File: config.mk
export PLATFORM = sky130hd
export DESIGN_NAME = arith_flag_unit
export DESIGN_NICKNAME = d
export VERILOG_FILES = /design/src/rtl/afu_pkg.sv /design/src/rtl/afu_rst_sync.sv /design/src/rtl/afu_decode.sv /design/src/rtl/afu_lane.sv /design/src/rtl/afu_flag_pack.sv /design/src/rtl/afu_flag_reg.sv /design/src/rtl/arith_flag_unit.sv
export SDC_FILE = /design/constraint.sdc
export NUM_CORES = 1
export LEC_CHECK = 0
export BUFFER_PORTS_ARGS = -buffer_cell sky130_fd_sc_hd__buf_4
export CAP_MARGIN = 15
export CORE_UTILIZATION = 51
export DETAILED_ROUTE_END_ITERATION = 7
export PLACE_DENSITY = 0.85
export SLEW_MARGIN = 20
export SYNTH_ARGS = -nofsm -noshare
export SYNTH_HDL_FRONTEND = slang
export SYNTH_SLANG_ARGS = --single-unit
File: constraint.sdc
create_clock -name clk -period 7.4 [get_ports clk]
set_input_delay 1.11 -clock clk [delete_from_list [all_inputs] [get_ports clk]]
set_output_delay 1.11 -clock clk [all_outputs]
set_load 0.005 [all_outputs]
File: src/rtl/afu_pkg.sv
package afu_pkg;

  localparam int FLAG_W = 16;

  localparam int CF_POS = 0;
  localparam int PF_POS = 2;
  localparam int AF_POS = 4;
  localparam int ZF_POS = 6;
  localparam int SF_POS = 7;
  localparam int OF_POS = 11;

  localparam logic [FLAG_W-1:0] FLAG_MASK =
    FLAG_W'((1 << CF_POS) | (1 << PF_POS) | (1 << AF_POS) |
            (1 << ZF_POS) | (1 << SF_POS) | (1 << OF_POS));

  typedef enum logic [2:0] {
    OP_ADD  = 3'd0,
    OP_ADC  = 3'd1,
    OP_SUB  = 3'd2,
    OP_SBB  = 3'd3,
    OP_INC  = 3'd4,
    OP_DEC  = 3'd5,
    OP_RSV6 = 3'd6,
    OP_RSV7 = 3'd7
  } afu_op_e;

  typedef struct packed {
    logic sub;
    logic use_cin;
    logic force_one;
    logic keep_cy;
    logic valid;
  } afu_ctl_t;

endpackage

File: src/rtl/afu_rst_sync.sv
module afu_rst_sync #(
  parameter int STAGES = 2
) (
  input  logic clk,
  input  logic rst_n,
  output logic rst_sync_n
);

  logic [STAGES-1:0] sr_q;
  logic [STAGES-1:0] sr_d;

  always_comb begin
    sr_d = {sr_q[STAGES-2:0], 1'b1};
  end

  always_ff @(posedge clk or negedge rst_n) begin
    if (!rst_n) begin
      sr_q <= '0;
    end else begin
      sr_q <= sr_d;
    end
  end

  assign rst_sync_n = sr_q[STAGES-1];

endmodule

File: src/rtl/afu_decode.sv
module afu_decode
  import afu_pkg::*;
(
  input  logic [2:0] op_code,
  output afu_ctl_t   ctl
);

  always_comb begin
    ctl = '0;
    unique case (afu_op_e'(op_code))
      OP_ADD: begin ctl.valid = 1'b1; end
      OP_ADC: begin ctl.valid = 1'b1; ctl.use_cin = 1'b1; end
      OP_SUB: begin ctl.valid = 1'b1; ctl.sub = 1'b1; end
      OP_SBB: begin ctl.valid = 1'b1; ctl.sub = 1'b1; ctl.use_cin = 1'b1; end
      OP_INC: begin ctl.valid = 1'b1; ctl.force_one = 1'b1; ctl.keep_cy = 1'b1; end
      OP_DEC: begin
        ctl.valid     = 1'b1;
        ctl.sub       = 1'b1;
        ctl.force_one = 1'b1;
        ctl.keep_cy   = 1'b1;
      end
      default: ctl = '0;
    endcase
  end

endmodule

File: src/rtl/afu_lane.sv
module afu_lane #(
  parameter int W     = 8,
  parameter int NIB_W = 4
) (
  input  logic [W-1:0] a,
  input  logic [W-1:0] b,
  input  logic         sub,
  input  logic         cin,
  output logic [W-1:0] res,
  output logic         cy,
  output logic         ac,
  output logic         ov
);

  logic [W-1:0]   bx;
  logic           c0;
  logic [W:0]     sum;
  logic [NIB_W:0] nsum;

  always_comb begin
    bx   = sub ? ~b : b;
    c0   = sub ^ cin;
    sum  = {1'b0, a} + {1'b0, bx} + {{W{1'b0}}, c0};
    nsum = {1'b0, a[NIB_W-1:0]} + {1'b0, bx[NIB_W-1:0]} + {{NIB_W{1'b0}}, c0};
    res  = sum[W-1:0];
    cy   = sum[W] ^ sub;
    ac   = nsum[NIB_W] ^ sub;
    ov   = (a[W-1] == bx[W-1]) && (res[W-1] != a[W-1]);
  end

  always_comb begin
    if (!sub && !cin && (a == '0)) begin
      AST_ADD_ZERO_IDENTITY: assert (res == b && !cy && !ov);
    end
  end

endmodule

File: src/rtl/afu_flag_pack.sv
module afu_flag_pack
  import afu_pkg::*;
#(
  parameter int DATA_W = 16,
  parameter int BYTE_W = 8
) (
  input  logic [DATA_W-1:0] res,
  input  logic              word_mode,
  input  logic              cy,
  input  logic              ac,
  input  logic              ov,
  input  logic              keep_cy,
  input  logic              old_cy,
  output logic [FLAG_W-1:0] flag_word
);

  logic sgn;
  logic zro;
  logic par;

  always_comb begin
    sgn = word_mode ? res[DATA_W-1] : res[BYTE_W-1];
    zro = (res == '0);
    par = ~^res[BYTE_W-1:0];
    flag_word         = '0;
    flag_word[CF_POS] = keep_cy ? old_cy : cy;
    flag_word[PF_POS] = par;
    flag_word[AF_POS] = ac;
    flag_word[ZF_POS] = zro;
    flag_word[SF_POS] = sgn;
    flag_word[OF_POS] = ov;
  end

endmodule

File: src/rtl/afu_flag_reg.sv
module afu_flag_reg #(
  parameter int W = 16
) (
  input  logic         clk,
  input  logic         rst_n,
  input  logic         en,
  input  logic [W-1:0] d,
  output logic [W-1:0] q
);

  logic [W-1:0] q_nxt;

  always_comb begin
    q_nxt = q;
    if (en) begin
      q_nxt = d;
    end
  end

  always_ff @(posedge clk or negedge rst_n) begin
    if (!rst_n) begin
      q <= '0;
    end else begin
      q <= q_nxt;
    end
  end

  AST_IDLE_HOLD: assert property (@(posedge clk) disable iff (!rst_n)
    !en |=> $stable(q));

  AST_WRITE_TAKES: assert property (@(posedge clk) disable iff (!rst_n)
    en |=> (q == $past(d)));

endmodule

File: src/rtl/arith_flag_unit.sv
module arith_flag_unit
  import afu_pkg::*;
#(
  parameter int DATA_W = 16,
  parameter int BYTE_W = 8,
  parameter int NIB_W  = 4
) (
  input  logic              clk,
  input  logic              rst_n,
  input  logic [DATA_W-1:0] op_a,
  input  logic [DATA_W-1:0] op_b,
  input  logic [2:0]        op_code,
  input  logic              word_mode,
  input  logic              wr_en,
  output logic [DATA_W-1:0] result,
  output logic [FLAG_W-1:0] flags
);

  localparam int HI_W = DATA_W - BYTE_W;

  afu_ctl_t          ctl;
  logic              rst_sync_n;
  logic [DATA_W-1:0] b_eff;
  logic              cin;
  logic              load;
  logic [FLAG_W-1:0] flag_nxt;

  logic [BYTE_W-1:0] byte_res;
  logic              byte_cy, byte_ac, byte_ov;
  logic [DATA_W-1:0] word_res;
  logic              word_cy, word_ac, word_ov;
  logic              sel_cy, sel_ac, sel_ov;

  afu_rst_sync #(.STAGES(2)) u_rst (
    .clk        (clk),
    .rst_n      (rst_n),
    .rst_sync_n (rst_sync_n)
  );

  afu_decode u_dec (
    .op_code (op_code),
    .ctl     (ctl)
  );

  always_comb begin
    b_eff = ctl.force_one ? DATA_W'(1) : op_b;
    cin   = ctl.use_cin & flags[CF_POS];
  end

  afu_lane #(.W(BYTE_W), .NIB_W(NIB_W)) u_byte_lane (
    .a   (op_a[BYTE_W-1:0]),
    .b   (b_eff[BYTE_W-1:0]),
    .sub (ctl.sub),
    .cin (cin),
    .res (byte_res),
    .cy  (byte_cy),
    .ac  (byte_ac),
    .ov  (byte_ov)
  );

  afu_lane #(.W(DATA_W), .NIB_W(NIB_W)) u_word_lane (
    .a   (op_a),
    .b   (b_eff),
    .sub (ctl.sub),
    .cin (cin),
    .res (word_res),
    .cy  (word_cy),
    .ac  (word_ac),
    .ov  (word_ov)
  );

  always_comb begin
    if (!ctl.valid) begin
      result = '0;
    end else if (word_mode) begin
      result = word_res;
    end else begin
      result = {{HI_W{1'b0}}, byte_res};
    end
    sel_cy = word_mode ? word_cy : byte_cy;
    sel_ac = word_mode ? word_ac : byte_ac;
    sel_ov = word_mode ? word_ov : byte_ov;
    load   = wr_en & ctl.valid;
  end

  afu_flag_pack #(.DATA_W(DATA_W), .BYTE_W(BYTE_W)) u_pack (
    .res       (result),
    .word_mode (word_mode),
    .cy        (sel_cy),
    .ac        (sel_ac),
    .ov        (sel_ov),
    .keep_cy   (ctl.keep_cy),
    .old_cy    (flags[CF_POS]),
    .flag_word (flag_nxt)
  );

  afu_flag_reg #(.W(FLAG_W)) u_freg (
    .clk   (clk),
    .rst_n (rst_sync_n),
    .en    (load),
    .d     (flag_nxt),
    .q     (flags)
  );

  AST_SPARE_BITS_ZERO: assert property (@(posedge clk) disable iff (!rst_sync_n)
    (flags & ~FLAG_MASK) == '0);

  AST_BYTE_HIGH_CLEAR: assert property (@(posedge clk) disable iff (!rst_sync_n)
    !word_mode |-> (result[DATA_W-1:BYTE_W] == '0));

  AST_STEP_KEEPS_CARRY: assert property (@(posedge clk) disable iff (!rst_sync_n)
    (wr_en && (op_code == OP_INC || op_code == OP_DEC)) |=>
      (flags[CF_POS] == $past(flags[CF_POS])));

  AST_RSV_HOLDS: assert property (@(posedge clk) disable iff (!rst_sync_n)
    (wr_en && (op_code == OP_RSV6 || op_code == OP_RSV7)) |=> $stable(flags));

  AST_ZERO_RESULT_FLAGGED: assert property (@(posedge clk) disable iff (!rst_sync_n)
    (wr_en && op_code <= OP_DEC && result == '0) |=> flags[ZF_POS]);

endmodule

==> metrics.yaml, run 1 <==
clocking:
  cts_buffers: 3
  cts.root.buffer_cell: "clkbuf_4"
  post_cts.resized_instances: 0
  cts_max_level: 1
  clock_path_buffers: 2
  cts.clk_slew.worst_paths_ns: 0.06
  cts_tree: "done"
  post_cts.repair.setup_buffers: 0
  hold_buffers: 0
  numClockSinks: 8
  clk_latency_ns: 0.26
sta:
  report.final.hold_viol_count: 0
  report.final.slew_viol_count: 0
  final.setup.tns_ns: 0
  layout_min_cycle_time_ns: 5.31
  fin_worst_skew_ns: 0.00234
  grt_setup_unrepaired: "false"
  finalHoldWorstSlack_ns: 0.0999
  achievable-frequency_mhz: 188
  setup_viol: 0
  max_slew_margin: 0.604
  fin_crit_sh: 0.717
  tightestPinTransition_ns: 0.594
hold_path:
  timing.hold.worst.class: "register to asynchronous set/reset pin"
setup_path:
  cpPeakStageDelay_ns: 0.44
  cp-end-kind: "primary output"
  cp_max_fo: 16
  worst_path_max_delay_cell: "fa_1"
  reg2reg_to: "u_freg.q[6]"
  timing.critical_path.buf_inv: 3
  regToRegSetupSlack_ns: 3.72
  worst_path_dominant_cell_family: "compound AO/OA/AOI/OAI gates"
  depth_of_the_worst_register_to_register_path: 13
  worst_endpoint_required_time_ns: 6.29
  cp-endpoint: "result[14]"
  cells_along_the_critical_path: "buf_4 -> nor2b_1 -> a21oi_2 -> buf_4 -> xor2_1 -> fa_1 -> fa_1 -> a21o_1 -> a221oi_2 -> o31a_2 -> o211ai_1 -> o211a_1 -> xnor2_1 -> nor2_1 -> buf_4"
  critPathMostFrequentCell: "buf_4"
  cp-startpoint: "op_code[2]"
  crit_cells: 15
  criticalPathCategory: "input pin to primary output"
  nature_of_the_critical_path_startpoint: "input pin"
  critPathArrivalTime_ns: 4.20
  crit-reg2reg-launch: "u_freg.q[0]"
power:
  p_leak_uw: 0.00113
  power_per_cell_area_nw_per_um2: 188
  vdd_drop_max_uv: 89.7
job:
  cap_violations: 0
synth:
  synth.yosys.warnings: 0
  postSynthCellCount: 216
  synth.avg_cell_area_sq_um: 7.63
  yosys.cell_types.count: 44
  synth_seq_area_share: 0.121
  synth_area_sq_um: 1650
  synth_seq_cells: 8
placed_design:
  post-place-cells: 315
  detailedPlacementHpwl_um: 3150
  io_buffer_count: 60
  routabilityCongestion: 0.845
  postPlaceCellArea_sq_um: 2100
floorplanning:
  core-area_sq_um: 3050
  initial_cell_density_of_the_core: 0.540
  die-width_um: 58.8
  design.die.area_sq_um: 3460
  num_rows: 20
  die-height_um: 58.8
  floorplan.io_pins: 71
routing:
  detail_route.first_pass.iterations: 4
  drc: 0
  initialDrtViolationCount: 94
  route.vias.total: 1616
  routed_wire_length_per_instance_um: 11.6
  drt-total-wl_um: 3700
  detail-route-antenna-nets: 0
  via_to_cell_ratio: 5.08
grt:
  grt_first_pass_wirelength_um: 6290
  grt.total_usage: 0.229
  grt_max_degree: 17
  grt_antenna_before_repair: 0
  vias_in_the_first_global_route: 1495
  grt_total_ovfl: 0
finish:
  stdcell_area_sq_um: 2120
  drive_gt1_frac: 0.274
  area_growth_syn_to_layout_pct: 28.6
  final_core_util: 0.694
  finalNetCount: 336
  diodes: 0
  layout.cells.non_filler: 318
status:
  outcome: "finished, final reports clean"
-- cell type report --
class	instances	area [sq um]
multi-input combinational	191	1340
fill	288	933
timing repair buffer	61	458
sequential	8	200
tap	44	55.1
inverter	11	41.3
clock buffer	3	22.5
-- worst min-delay path by stage --
stage / end / cells after the start / slack (ns) / startpoint
4_1_cts: u_freg.q[7] / 0 / 0.11 / u_rst.sr_q[1]
5_1_grt: u_freg.q[7] / 0 / 0.13 / u_rst.sr_q[1]
6_report: u_freg.q[6] / 0 / 0.1 / u_rst.sr_q[1]
3_3_place_gp: u_freg.q[6] / 0 / 0.1 / u_rst.sr_q[1]
3_5_place_dp: u_freg.q[6] / 0 / 0.10 / u_rst.sr_q[1]
2_1_floorplan: u_freg.q[0] / 0 / 0.07 / u_rst.sr_q[1]
-- cell usage in the layout (no fill, tap or decap), types with 2 or more instances in the layout --
cell | Yosys | final
o21ai_0 | 8 | 8
nand2_1 | 35 | 35
o21bai_1 | 3 | 3
and3_1 | 3 | 3
nor3_1 | 2 | 2
conb_1 | 2 | 11
buf_4 | 11 | 61
nor2_1 | 17 | 17
dfrtp_1 | 8 | 8
a221oi_1 | 2 | 2
clkbuf_4 | 0 | 3
a21oi_1 | 12 | 11
mux2_2 | 2 | 2
a21o_1 | 8 | 8
fa_1 | 2 | 2
or3_1 | 2 | 2
o211ai_1 | 2 | 2
inv_1 | 11 | 11
xor2_1 | 21 | 21
nand3_1 | 2 | 2
a311oi_1 | 2 | 2
ha_1 | 19 | 19
xnor2_1 | 15 | 15
nor2b_1 | 4 | 4
-- registers in the layout (all words and copies together), names as in the netlist --
| register | cells |
|---|---|
| u_freg.q | 6 |
| u_rst.sr_q | 2 |
-- metal layers --
layer	vias to the layer above	routed length [um]	track usage
met3	2	154	0.0154
met2	53	1890	0.411
li1	845	-	-
met1	716	1640	0.299
met4	0	21	0.0476
met5	-	0	0
-- cells by family after synthesis --
family,share of synthesized area
simple gates,0.200
compound gates,0.203
xor+xnor,0.201
buf+inv,0.0866
fa+ha+maj,0.169
flops,0.121
other cells,0.00456
mux,0.0137
-- stage by stage --
stage	setup WS, ns	total power [uW]
6_report	2.09	398
5_1_grt	1.82	441
4_1_cts	2.07	401
3_5_place_dp	2.08	365
3_3_place_gp	2.15	358
2_1_floorplan	1.94	272
-- where the power goes --
| part | switching [uW] | internal, uW |
|---|---|---|
| Sequential | 7.45 | 54.1 |
| Combinational | 146 | 156 |
| Clock | 16.1 | 18.6 |
-- Yosys cell counts (all sizes together) --
cell / count / area share
ha: 19 / 0.14
nand2b: 1 / 0.0038
nor3: 2 / 0.0061
nor3b: 1 / 0.0046
nand4: 1 / 0.0038
a211oi: 1 / 0.0046
o31a: 1 / 0.0061
a21o: 8 / 0.036
a21oi: 12 / 0.036
o211ai: 3 / 0.017
or3: 2 / 0.0076
buf: 14 / 0.059
mux2: 2 / 0.014
conb: 2 / 0.0046
a22o: 1 / 0.0053
nand2: 36 / 0.084
a221oi: 3 / 0.020
xor2: 21 / 0.11
o211a: 1 / 0.0061
xnor2: 16 / 0.090
and4: 1 / 0.0053
dfrtp: 8 / 0.12
nor2: 17 / 0.039
fa: 2 / 0.024
or4: 1 / 0.0046
or2: 1 / 0.0038
a311oi: 2 / 0.011
o21bai: 3 / 0.014
clkbuf: 1 / 0.0023
nor2b: 4 / 0.015
o21ai: 9 / 0.027
o221ai: 1 / 0.0053
nand3: 3 / 0.012
o41ai: 2 / 0.015
inv: 11 / 0.025
and3: 3 / 0.011
Note: power is estimated with default switching activity, not from simulation.
==> run 2, diff against run 1 <==
Settings changed: CORE_UTILIZATION 51 to 49, PLACE_DENSITY 0.85 to 0.82.
Clock period 7.4 ns to 4.9 ns, I/O delays scaled along.
==> run 2 against run 1 <==
Against the previous run: non-clock buffer count increased by 1; register-to-register slack got worse by 2.4 ns; highest routed layer unchanged; largest power group unchanged; utilization decreased by 1.4 points; via count increased by 2.1%; combinational power increased by 52%; clock power increased by 44%; routed wire length decreased by 0.27%; worst hold slack got worse by 0.0064 ns; setup slack got worse by 1.6 ns; critical path depth decreased by 1.
==> metrics.yaml, run 2 (same netlist as run 1, synthesis figures left out) <==
status:
  outcome: "finished, final reports clean"
finish:
  largestRegisters: "u_freg.q (6), u_rst.sr_q (2)"
  diodes: 0
  layout.cells.non_filler: 319
  largest_reg_flops: 6
  mostFrequentLayoutCell: "buf_4"
  mostFrequentLayoutCells: "buf_4, nand2_1, xor2_1"
  finalNetCount: 337
  regMostFlops: "u_freg.q"
  area_growth_syn_to_layout_pct: 29.1
  drive_gt1_frac: 0.276
  stdcell_area_sq_um: 2130
routing:
  via_to_cell_ratio: 5.17
  detail-route-antenna-nets: 0
  drt-total-wl_um: 3690
  routed_wire_length_per_instance_um: 11.6
  route.vias.total: 1650
  detail_route.first_pass.iterations: 4
  drc: 0
  initialDrtViolationCount: 52
sta:
  layout_min_cycle_time_ns: 4.39
  setup_viol: 0
  report.final.slew_viol_count: 0
  post-route-worst-setup-slack_ns: 0.506
  tightestPinTransition_ns: 0.510
  fin_crit_sh: 0.897
  report.final.hold_viol_count: 0
  fin_worst_skew_ns: 0.00139
  achievable-frequency_mhz: 228
  final.setup.tns_ns: 0
  grt_setup_unrepaired: "false"
  finalHoldWorstSlack_ns: 0.0935
  max_slew_margin: 0.660
floorplanning:
  floorplan.io_pins: 71
  initial_cell_density_of_the_core: 0.527
  die-height_um: 60.0
  core-area_sq_um: 3130
  num_rows: 20
  design.die.area_sq_um: 3600
  die-width_um: 60.0
placed_design:
  postPlaceCellArea_sq_um: 2100
  post-place-cells: 316
  io_buffer_count: 60
  routabilityCongestion: 0.875
  pre_cts_slack_ns: 0.450
  detailedPlacementHpwl_um: 3190
clocking:
  clock_path_buffers: 2
  clk_latency_ns: 0.26
  cts.root.buffer_cell: "clkbuf_4"
  cts.clk_slew.worst_paths_ns: 0.05
  numClockSinks: 8
  post_cts.resized_instances: 0
  cts_tree: "done"
  hold_buffers: 0
  cts_max_level: 1
  cts_buffers: 3
  post_cts.repair.setup_buffers: 0
grt:
  grt_first_pass_wirelength_um: 6200
  grt.total_usage: 0.224
  grt_max_degree: 16
  grt_antenna_before_repair: 0
  grt_total_ovfl: 0
  vias_in_the_first_global_route: 1495
setup_path:
  critPathArrivalTime_ns: 3.66
  cp_max_fo: 9
  nature_of_the_critical_path_startpoint: "input pin"
  criticalPathCategory: "input pin to primary output"
  worst_path_dominant_cell_family: "compound AO/OA/AOI/OAI gates"
  timing.critical_path.buf_inv: 2
  cells_along_the_critical_path: "buf_4 -> nor2b_1 -> a21oi_2 -> xor2_1 -> fa_1 -> fa_1 -> a21o_1 -> a221oi_2 -> o31a_2 -> o211ai_1 -> o211a_1 -> xnor2_1 -> nor2_1 -> buf_4"
  worst_endpoint_required_time_ns: 4.16
  cpPeakStageDelay_ns: 0.44
  worst_path_max_delay_cell: "fa_1"
  cp-end-kind: "primary output"
power:
  power_per_cell_area_nw_per_um2: 283
  vdd_drop_max_uv: 114
  p_leak_uw: 0.00113
hold_path:
  timing.hold.worst.class: "register to asynchronous set/reset pin"
job:
  cap_violations: 0
-- run 2: layout make-up --
type / count / area (sq um)
Tap cell: 44 / 55.1
Sequential cell: 8 / 200
Multi-Input combinational cell: 191 / 1340
Timing Repair Buffer: 62 / 465
Clock buffer: 3 / 22.5
Inverter: 11 / 41.3
Fill cell: 285 / 1000
-- run 2: layer usage --
metal	up-vias	GRT usage	share of wire
li1	843	-	-
met1	746	0.272	0.44
met2	54	0.403	0.50
met3	7	0.0173	0.050
met4	0	0.0897	0.014
met5	-	0	0
-- run 2: per-stage QoR --
stage          total power, uW   util
2_1_floorplan              410      -
3_3_place_gp               543  0.673
3_5_place_dp               556  0.673
4_1_cts                    608  0.680
5_1_grt                    665  0.680
6_report                   603  0.680
-- run 2: path summary, 6_finish.rpt --
| path | startpoint | endpoint | slack (ns) | depth (start not counted) |
|---|---|---|---|---|
| worst max-delay path | op_code[2] | result[14] | 0.51 | 14 |
| worst min-delay path | u_rst.sr_q[1] | u_freg.q[7] | 0.09 | 0 |
| worst max register to register | u_freg.q[0] | u_freg.q[6] | 1.28 | 13 |
| worst min register to register | u_rst.sr_q[1] | u_freg.q[7] | 0.09 | 0 |
| max in group asynchronous | rst_n | u_rst.sr_q[1] | 4.56 | 1 |
| min in group clk | u_rst.sr_q[0] | u_rst.sr_q[1] | 0.35 | 0 |
-- run 2: power by group --
group	switching [uW]	internal [uW]	leakage [uW]
logic	224	236	0.00102
registers	10.6	81.8	0.0000990
clock network	22.1	28.0	0.0000138
total	257	346	0.00113
==> run 3, diff against run 2 <==
--- a/config.mk
+++ b/config.mk
@@ -9,5 +9,4 @@
 export CAP_MARGIN = 15
-export CORE_UTILIZATION = 49
+export CORE_UTILIZATION = 40
 export DETAILED_ROUTE_END_ITERATION = 7
-export PLACE_DENSITY = 0.82
 export SLEW_MARGIN = 20
@@ -15,2 +14,3 @@
 export SYNTH_HDL_FRONTEND = slang
+export SYNTH_HIERARCHICAL = 1
 export SYNTH_SLANG_ARGS = --single-unit
==> constraint.sdc (replaced) <==
create_clock -name clk -period 4.9 [get_ports clk]
set_input_delay 0.98 -clock clk [delete_from_list [all_inputs] [get_ports clk]]
set_output_delay 0.98 -clock clk [all_outputs]
set_load 0.005 [all_outputs]
==> run 3 against run 2 <==
Against the previous run: sequential share of layout area rose by 3.4 points; final cell count rose by 48%; clock-buffer cell count did not move; worst hold slack improved by 0.17 ns; combinational power rose by 61%; critical path type unchanged; highest routed layer unchanged.
==> metrics.yaml, run 3 <==
status:
  outcome: "finished, final reports clean"
routing:
  drc: 0
  detail_route.first_pass.iterations: 4
  detail-route-antenna-nets: 0
  via_to_cell_ratio: 4.85
  route.vias.total: 2287
  initialDrtViolationCount: 71
  routed_wire_length_per_instance_um: 13.3
  drt-total-wl_um: 6260
finish:
  largest_reg_flops: 16
  finalNetCount: 448
  drive_gt1_frac: 0.324
  stdcell_area_sq_um: 3500
  area_growth_syn_to_layout_pct: 24.5
  regMostFlops: "u_freg/q"
  largestRegisters: "u_freg/q (16), u_rst/sr_q (2)"
  final_core_util: 0.516
  mostFrequentLayoutCell: "buf_4"
  mostFrequentLayoutCells: "buf_4, xor2_1, nor2b_1, ha_1"
  n_fill_cell: 656
  diodes: 0
synth:
  postSynthCellCount: 308
  synthTopCellsByCount: "xor2_1, nor2b_1, ha_1, dfrtp_1, xnor2_1"
  synth_area_sq_um: 2810
  synth.largest_area_cell: "dfrtp_1"
  synth_edf_count: 0
  synth.avg_cell_area_sq_um: 9.14
  yosys.cell_types.count: 46
  synthArstFlopShare: 1.00
  netlist.area_leader.share: 0.160
  synthTopCellsByArea: "dfrtp_1, ha_1, xor2_1"
  yosys.cell_count.top_type: "xor2_1"
  synth_seq_cells: 18
  synth_seq_area_share: 0.160
  dominantRegCellSynth: "dfrtp_1"
  synth.yosys.warnings: 6
setup_path:
  nature_of_the_critical_path_startpoint: "input pin"
  criticalPathCategory: "input pin to primary output"
  cpPeakStageDelay_ns: 0.36
  cp_max_fo: 5
  worst_endpoint_required_time_ns: 3.92
  regToRegSetupSlack_ns: 1.33
  crit-reg2reg-launch: "u_freg/q[0]"
  critPathMostFrequentCell: "buf_4"
  worst_path_dominant_cell_family: "compound AO/OA/AOI/OAI gates"
  cp-end-kind: "primary output"
  depth_of_the_worst_register_to_register_path: 16
  timing.critical_path.buf_inv: 4
  cells_along_the_critical_path: "buf_4 -> nor2b_1 -> or2_2 -> xor2_2 -> fa_2 -> inv_1 -> fa_1 -> nor2b_1 -> o211ai_1 -> a21oi_2 -> o41ai_4 -> buf_4 -> xnor2_1 -> and3_1 -> buf_4"
  reg2reg_to: "u_freg/q[0]"
  critPathArrivalTime_ns: 3.78
  worst_path_max_delay_cell: "fa_2"
grt:
  grt_max_degree: 22
  grt.total_usage: 0.167
  vias_in_the_first_global_route: 2138
  grt_antenna_before_repair: 0
  grt_first_pass_wirelength_um: 10000
  grt_total_ovfl: 0
clocking:
  cts.clk_slew.worst_paths_ns: 0.06
  hold_buffers: 0
  cts_max_level: 1
  clk_latency_ns: 0.24
  cts_buffers: 3
  cts_tree: "done"
  clock_path_buffers: 2
  numClockSinks: 18
  cts.root.buffer_cell: "clkbuf_8"
placed_design:
  postPlaceCellArea_sq_um: 3350
  routabilityCongestion: 0.865
  io_buffer_count: 70
  detailedPlacementHpwl_um: 5100
job:
  cap_violations: 0
floorplanning:
  num_rows: 30
  core-area_sq_um: 6790
  initial_cell_density_of_the_core: 0.414
  floorplan.io_pins: 71
  die-height_um: 85.9
  die-width_um: 85.9
  design.die.area_sq_um: 7370
sta:
  tightestPinTransition_ns: 0.913
  fin_worst_skew_ns: 0.000914
  grt_setup_unrepaired: "true"
  max_slew_margin: 0.392
  achievable-frequency_mhz: 210
  setup_viol: 0
  fin_crit_sh: 0.972
  report.final.hold_viol_count: 0
  report.final.slew_viol_count: 0
  layout_min_cycle_time_ns: 4.76
power:
  design_power_total_uw: 1040
  vdd_drop_max_uv: 143
  p_leak_uw: 0.00175
  power_per_cell_area_nw_per_um2: 297
hold_path:
  timing.hold.worst.class: "register to asynchronous set/reset pin"
-- run 3: where the power goes --
part           leakage (uW)  total [uW]  internal, uW  switching [uW]
sequential         0.000216         199           178            21.2
clock             0.0000216        98.1          54.4            43.7
combinational       0.00151         742           400             342
total               0.00175        1040           633             406
-- run 3: repair_timing --
item                                    in CTS  in global routing
endpoints found under the setup margin       1                  5
gates cloned                                 0                  0
pin swaps                                    3                  4
setup buffers                                3                  4
gates resized for setup                      2                  5
-- run 3: final cells by class --
cell class | instances | area, sq um | area share
repair buffers | 83 | 661 | 0.189
multi-input cells | 259 | 2180 | 0.623
well taps | 96 | 120 | 0.0343
inverters | 13 | 48.8 | 0.0139
flip-flops and latches | 18 | 450 | 0.129
clock buffers | 3 | 41.3 | 0.0118
-- run 3: metrics by stage --
step | TNS, ns | worst slack, ns | cells | hold WS (ns)
finish | 0 | 0.139 | 472 | 0.259
global route | -0.0342 | -0.0342 | 472 | 0.327
detailed placement | -0.0474 | -0.0474 | 462 | 0.300
global placement | 0 | 0.0483 | 462 | 0.281
floorplan | 0 | 0.143 | 317 | 0.200
CTS | 0 | 0.0265 | 468 | 0.295
-- run 3: how the worst max path moves through the flow --
stage	startpoint	end	slack, ns	cells past startpoint
floorplan	op_code[2]	u_freg/q[2]	0.14	19
CTS	op_code[2]	result[14]	0.03	15
finish	op_code[2]	result[12]	0.14	15
detailed placement	op_code[2]	result[14]	-0.05	15
global route	op_code[2]	result[14]	-0.03	15
global placement	op_code[2]	result[14]	0.05	15
-- run 3: logic make-up after synthesis --
| group | after synthesis | synth area share |
|---|---|---|
| flip-flops | 18 | 0.160 |
| AO/OA/AOI/OAI | 55 | 0.136 |
| XOR/XNOR | 52 | 0.162 |
| other | 2 | 0.00267 |
| AND/OR/NAND/NOR | 80 | 0.167 |
| multiplexers | 30 | 0.132 |
| buffers and inverters | 40 | 0.0916 |
| adder cells (fa/ha/maj) | 31 | 0.149 |
-- run 3: per-layer routing --
layer	GRT usage	share of wire	up-vias
met3	0.0154	0.036	8
met5	0	0	-
met2	0.277	0.47	55
met1	0.230	0.48	1050
li1	-	-	1174
met4	0.0455	0.017	0
